==> src/rtl/npc_pkg.sv <==
package npc_pkg;
    localparam int unsigned XW   = 32;
    localparam int unsigned OPW  = 6;
    localparam int unsigned FNW  = 6;
    localparam int unsigned IMMW = 16;
    localparam int unsigned JFW  = 26;
    localparam int unsigned RIDW = 5;

    localparam logic [OPW-1:0] OPC_SPECIAL  = 6'b000000;
    localparam logic [OPW-1:0] OPC_BR_EQ    = 6'b000100;
    localparam logic [OPW-1:0] OPC_BR_NE    = 6'b000101;
    localparam logic [OPW-1:0] OPC_JUMP     = 6'b000010;
    localparam logic [OPW-1:0] OPC_JUMP_LNK = 6'b000011;
    localparam logic [FNW-1:0] FN_REG_JUMP     = 6'b001000;
    localparam logic [FNW-1:0] FN_REG_JUMP_LNK = 6'b001001;

    typedef enum logic [2:0] {
        XFER_SEQ,
        XFER_BR_EQ,
        XFER_BR_NE,
        XFER_JMP_REGION,
        XFER_JMP_REG
    } xfer_e;
endpackage

==> src/rtl/npc_decode.sv <==
module npc_decode
    import npc_pkg::*;
(
    input  logic [OPW-1:0] opc,
    input  logic [FNW-1:0] funct,
    output xfer_e          kind,
    output logic           link
);
    always_comb begin
        kind = XFER_SEQ;
        link = 1'b0;
        unique case (opc)
            OPC_BR_EQ:    kind = XFER_BR_EQ;
            OPC_BR_NE:    kind = XFER_BR_NE;
            OPC_JUMP:     kind = XFER_JMP_REGION;
            OPC_JUMP_LNK: begin
                kind = XFER_JMP_REGION;
                link = 1'b1;
            end
            OPC_SPECIAL: begin
                unique case (funct)
                    FN_REG_JUMP:     kind = XFER_JMP_REG;
                    FN_REG_JUMP_LNK: begin
                        kind = XFER_JMP_REG;
                        link = 1'b1;
                    end
                    default: kind = XFER_SEQ;
                endcase
            end
            default: kind = XFER_SEQ;
        endcase
    end
endmodule

==> src/rtl/npc_targets.sv <==
module npc_targets
    import npc_pkg::*;
(
    input  logic [XW-1:0]  pc,
    input  logic [JFW-1:0] field,
    output logic [XW-1:0]  seq_pc,
    output logic [XW-1:0]  branch_pc,
    output logic [XW-1:0]  region_pc
);
    localparam int unsigned SEXT = XW - IMMW;
    localparam int unsigned KEEP = XW - JFW - 2;

    logic [IMMW-1:0] disp;
    logic [XW-1:0]   disp_words;

    assign disp       = field[IMMW-1:0];
    assign disp_words = {{SEXT{disp[IMMW-1]}}, disp};
    assign seq_pc     = pc + XW'(4);
    assign branch_pc  = seq_pc + (disp_words << 2);
    assign region_pc  = {pc[XW-1 -: KEEP], field, 2'b00};
endmodule

==> src/rtl/npc_select.sv <==
module npc_select
    import npc_pkg::*;
(
    input  xfer_e         kind,
    input  logic          ops_equal,
    input  logic [XW-1:0] seq_pc,
    input  logic [XW-1:0] branch_pc,
    input  logic [XW-1:0] region_pc,
    input  logic [XW-1:0] reg_target,
    output logic [XW-1:0] next_pc
);
    always_comb begin
        unique case (kind)
            XFER_BR_EQ:      next_pc = ops_equal  ? branch_pc : seq_pc;
            XFER_BR_NE:      next_pc = !ops_equal ? branch_pc : seq_pc;
            XFER_JMP_REGION: next_pc = region_pc;
            XFER_JMP_REG:    next_pc = reg_target;
            default:         next_pc = seq_pc;
        endcase
    end
endmodule

==> src/rtl/next_pc_unit.sv <==
module next_pc_unit
    import npc_pkg::*;
#(
    parameter logic [31:0] RESET_VEC = 32'h0040_0000,
    parameter int unsigned LINK_IDX  = 31
) (
    input  logic        clk,
    input  logic        rst,
    input  logic [31:0] instr_word,
    input  logic        ops_equal,
    input  logic [31:0] reg_target,
    output logic [31:0] pc_q,
    output logic [31:0] pc_next,
    output logic        link_we,
    output logic [4:0]  link_reg,
    output logic [31:0] link_data
);
    xfer_e       kind;
    logic        link;
    logic [31:0] seq_pc;
    logic [31:0] branch_pc;
    logic [31:0] region_pc;

    npc_decode u_decode (
        .opc   (instr_word[31:26]),
        .funct (instr_word[5:0]),
        .kind  (kind),
        .link  (link)
    );

    npc_targets u_targets (
        .pc        (pc_q),
        .field     (instr_word[25:0]),
        .seq_pc    (seq_pc),
        .branch_pc (branch_pc),
        .region_pc (region_pc)
    );

    npc_select u_select (
        .kind       (kind),
        .ops_equal  (ops_equal),
        .seq_pc     (seq_pc),
        .branch_pc  (branch_pc),
        .region_pc  (region_pc),
        .reg_target (reg_target),
        .next_pc    (pc_next)
    );

    // PC register: RESET and ADVANCE transitions
    always_ff @(posedge clk) begin
        if (rst) pc_q <= RESET_VEC;
        else     pc_q <= pc_next;
    end

    // Link outputs
    always_comb begin
        link_we   = link;
        link_reg  = RIDW'(LINK_IDX);
        link_data = seq_pc;
    end

    a_r1_reset_vector: assert property (@(posedge clk)
        rst |=> pc_q == RESET_VEC);

    a_r11_pc_follows: assert property (@(posedge clk) disable iff (rst)
        !rst |=> pc_q == $past(pc_next));

    a_r2_seq_step: assert property (@(posedge clk) disable iff (rst)
        kind == XFER_SEQ |-> (pc_next == pc_q + 32'd4 && !link_we));

    a_r6_region_keeps_top: assert property (@(posedge clk) disable iff (rst)
        kind == XFER_JMP_REGION |-> (pc_next[31:28] == pc_q[31:28] && pc_next[1:0] == 2'b00));

    a_r8_reg_target: assert property (@(posedge clk) disable iff (rst)
        kind == XFER_JMP_REG |-> pc_next == reg_target);

    a_r7_link_return: assert property (@(posedge clk) disable iff (rst)
        link_we |-> (link_data == pc_q + 32'd4 && link_reg == 5'd31));
endmodule

==> config.mk <==
export PLATFORM = sky130hd
export DESIGN_NAME = next_pc_unit
export DESIGN_NICKNAME = d
export VERILOG_FILES = /design/src/rtl/npc_pkg.sv /design/src/rtl/npc_decode.sv /design/src/rtl/npc_targets.sv /design/src/rtl/npc_select.sv /design/src/rtl/next_pc_unit.sv
export SDC_FILE = /design/constraint.sdc
export NUM_CORES = 1
export LEC_CHECK = 0
export BUFFER_PORTS_ARGS = -buffer_cell sky130_fd_sc_hd__buf_2
export CAP_MARGIN = 20
export CORE_UTILIZATION = 51
export CTS_BUF_LIST = sky130_fd_sc_hd__clkbuf_8
export CTS_CLUSTER_SIZE = 12
export DETAILED_ROUTE_END_ITERATION = 8
export PLACE_DENSITY_LB_ADDON = 0.25
export SETUP_SLACK_MARGIN = 0.5
export SYNTH_ARGS = -nofsm -noshare
export SYNTH_HDL_FRONTEND = slang
export SYNTH_SLANG_ARGS = --single-unit
==> constraint.sdc <==
create_clock -name clk -period 4.35 [get_ports clk]
set_input_delay 0.435 -clock clk [delete_from_list [all_inputs] [get_ports clk]]
set_output_delay 0.435 -clock clk [all_outputs]
set_load 0.01 [all_outputs]
==> metrics.md <==
| Metric | Value |
|---|---|
| H-tree levels | 2 |
| Critical Path Sink Type | primary output |
| Gr busiest metal | met2 |
| Area share of the largest cell type after synthesis | between 15 and 20% |
| End of the worst register-to-register path | pc_q[29]$_SDFF_PP0_ |
| Vias | 5693 |
| DRC Markers | 0 |
| Syn Inst Count | between 500 and 600 |
| ANT cells | 0 |
| Crit path buf inv count | 4 |
| Family with the most delay on the worst path | compound AO/OA/AOI/OAI gates |
| P_sw | roughly 390 µW |
| Worst Path Class, Setup | reg2out |
| Die area | approximately 8600 µm² |
| Logic pwr share | 38.2% |
| Met1 usage | 43.1% |
| CP Cell Sequence | and4_4, and4_4, buf_4, nand3_2, xnor2_2, ha_4, o211ai_1, buf_4, a311oi_4, o31ai_4, buf_6, a31oi_4, a41oi_2, mux2_4, nor2_2, buf_2 |
| Core area | 7890 µm² |
| Relative slew margins | ~29% |
| Number of synthesized flops with an enable pin | 0 |
| CTS buffer count | 5 |
| FF-to-FF path depth | 18 |
| Total Wirelength | 17700 µm |
| Initial core utilization | 53.6% |
| Highest clock rate | roughly 240 MHz |
| Port buffer count | ~160 |
| Hold path startpoint | reg_target[31] |
| Top cells by area, synth | dfxtp_1 15%, ha_1 10%, a21oi_1 6.5% |
| Clk network pwr share | 32.4% |
| Min Tclk post-route | 4.13 ns |
| RSZ-0062 raised after global routing | yes |
| P&R area growth vs syn | 55.5% |
| Slowest stage cell, crit path | dfxtp_2 |
| CTS tree | yes |
| Clock sinks | 32 |
| Hold Fails Final Rpt | 0 |
| Share of layout cells above drive strength 1 | 49.0% |
| GPL Wtd Cong | 0.965 |
| Vias per inst | 6.48 |
| Layout fillers | 506 |
| Ports | 169 |
| Leading area contributor after synthesis | dfxtp_1 |
| Tcrit/Tclk final | a little over nine tenths |
| Die Y | 93.0 µm |
| Switching part of the total | 36.4% |
| Max reg flops | 32 |
| Status | finished clean |
| Mapped Avg Cell Area | 7.58 µm² |
| PnR Total Power | about 1.1 mW |
| First-pass GRT wire length | 24700 µm |
| Top Registers | pc_q x32 |
| Power Dens Cells | 162 nW/µm² |
| Final nets | 878 |
| Ys flop type | dfxtp_1 |
| Setup total negative slack | 0 ns |
| Internal | ~680 µW |
| Crit path required time | 3.91 ns |
| Post-synthesis sequential area ratio | 15.2% |
| Synth Warn # | 0 |
| Delay of the slowest critical-path stage | 0.35 ns |
| Hold endpoint | pc_q[31]$_SDFF_PP0_ |
| Vias in the first global route | 5119 |
| Largest register by flop count | pc_q |
| Share of async-settable or async-resettable flops after synthesis | 0% |
| IR Drop Worst-Case VDD | 0.150 mV |
| Clock root buffer | clkbuf_8 |
| Clk buf depth | 2 |
| Sequential group share of total power | 29.4% |
| Max cap viols | 0 |
| DP HPWL | 10900 µm |
| Hold path depth | 3 |
| Mapped Area | about 4200 µm² |
| Die W | 93.0 µm |
| Multi-input gate area | 4210 µm² |
| Worst-path clk slew | 0.09 ns |
| Worst-path fanout max | 6 |
| Final setup violation count | 0 |
| Antenna violations before repair | 0 |
| Tightest Hold Check Type | in2reg |
| Largest net degree at the start of global routing | 28 |
| Crit path launch type | flop |
| 1st-iter DRT viols | 420 |
| Seq cells post-synth | 32 |
| Worst-skew pair later-pin latency | 0.30 ns |
| DR pass1 iterations | 5 |
| DR WL/cell | 20.2 µm |
| Met3 usage | 6.02% |
| Synth cell types | just under 70 |
| Congestion Overflow GR | 0 |
| Slew @ Worst Pin | 1.06 ns |
| Row cnt | 32 |
| GRT Total Usage | 35.9% |
| Worst EP arrival | 3.70 ns |
| Area occupied by registers | 686 µm² |
| RR Startpoint | pc_q[7]$_SDFF_PP0_ |
| Worst R2R Setup Slack | between 0.5 and 0.6 ns |
| Final ANT Viol Nets | 0 |
| Clock Skews | 0.00653 ns |
| Slew Viols, Final | 0 |
| Lkg Pwr | 3.19 nW |
| Met2 Track Usage GR | 62.3% |
-- through the flow --
stage                     hold WS (ns)  cell area (µm²)  setup slack (ns)  util, %  instances
after global placement           0.615             5110             0.188     64.8        809
after floorplan                  0.637             4240             0.562        -        561
after CTS                        0.441             6040             0.342     76.5        847
after global routing             0.487             6570             0.121     83.3        878
final                            0.440             6570             0.217     83.3        878
after detailed placement         0.642             5110             0.138     64.8        809
-- cell usage in the layout, fill, tap and decap left out, types with 7 or more instances in the layout --
cell type and count:
a21oi_1 40, ha_4 15, a21oi_2 13, a21o_1 14
buf_4 68, buf_2 163, inv_1 16, dfxtp_4 10
a31oi_1 7, clkbuf_8 7, dfxtp_1 16, and2_1 25
xnor2_2 15, o21ai_1 8, xor2_1 15, ha_1 17
a22o_1 17, nand2_1 46, nand2b_1 7, nor3_1 13
o21ai_0 14, nand3_1 15, a221o_1 8, nor2_1 24
xnor2_1 10, o21a_1 8
-- power groups by stage --
stage / Combinational (mW) / Sequential, mW / Clock (mW)
after floorplan: 0.193 / 0.323 / 0
after global placement: 0.300 / 0.321 / 0
after detailed placement: 0.304 / 0.321 / 0
after CTS: 0.353 / 0.314 / 0.344
after global routing: 0.434 / 0.315 / 0.359
final: 0.407 / 0.313 / 0.346
-- metal layers --
metal | vias to the layer above | wire, µm
met5 | - | 0
li1 | 2506 | -
met1 | 2657 | 6620
met2 | 437 | 8570
met4 | 0 | 818
met3 | 93 | 1690
-- layout make-up --
| cell class | instances | share of cell area [%] |
|---|---|---|
| sequential | 32 | 10.4 |
| clock inverter | 1 | 0.457 |
| inverter | 17 | 0.972 |
| tap | 102 | 1.94 |
| clock buffer | 7 | 1.47 |
| multi-input combinational | 486 | 64.1 |
| timing repair buffer | 233 | 20.7 |
-- cell usage after synthesis (17+ instances only) --
master / instances
nand2_1: 52
xor2_1: 20
a21oi_1: 55
xnor2_1: 27
inv_1: 17
and2_1: 26
o21ai_0: 19
ha_1: 35
nor2_1: 32
a22o_1: 17
dfxtp_1: 32
nand3_1: 23
-- tightest hold or removal path: cells and delay by family --
family                 cells  cell delay [ns]
buffers and inverters      1             0.08
AO/OA/AOI/OAI              2             0.20
-- cells by family (layout without fill, tap and decap cells) --
family | count (synthesis) | count (layout) | share of synthesized area (%)
adders and majority gates | 36 | 36 | 10.8
AOI/OAI and AO/OA | 187 | 187 | 30.3
other | 1 | 5 | 0.0888
buffers and inverters | 43 | 258 | 5.01
DFF | 32 | 32 | 15.2
muxes | 4 | 4 | 0.977
xor gates and xnor gates | 48 | 48 | 10.4
and+or+nand+nor | 206 | 206 | 27.3
-- what timing repair did --
item,CTS,global route
hold buffers,0,0
buffers inserted,30,31
endpoints found under the setup margin,19,15
hold endpoints to repair,0,0
resized for setup,118,52
pin swaps,38,34
-- how the worst max path moves through the flow --
| stage | from | to | slack (ns) | cells after the start |
|---|---|---|---|---|
| 2_1_floorplan | pc_q[4]$_SDFF_PP0_ | pc_next[30] | 0.56 | 13 |
| 3_3_place_gp | pc_q[15]$_SDFF_PP0_ | pc_next[31] | 0.19 | 15 |
| 3_5_place_dp | pc_q[16]$_SDFF_PP0_ | pc_next[31] | 0.14 | 15 |
| 4_1_cts | pc_q[6]$_SDFF_PP0_ | pc_next[31] | 0.34 | 16 |
| 5_1_grt | pc_q[17]$_SDFF_PP0_ | pc_next[27] | 0.12 | 16 |
| 6_report | pc_q[7]$_SDFF_PP0_ | pc_next[26] | 0.22 | 16 |
Note: power is estimated with default switching activity, not from simulation.
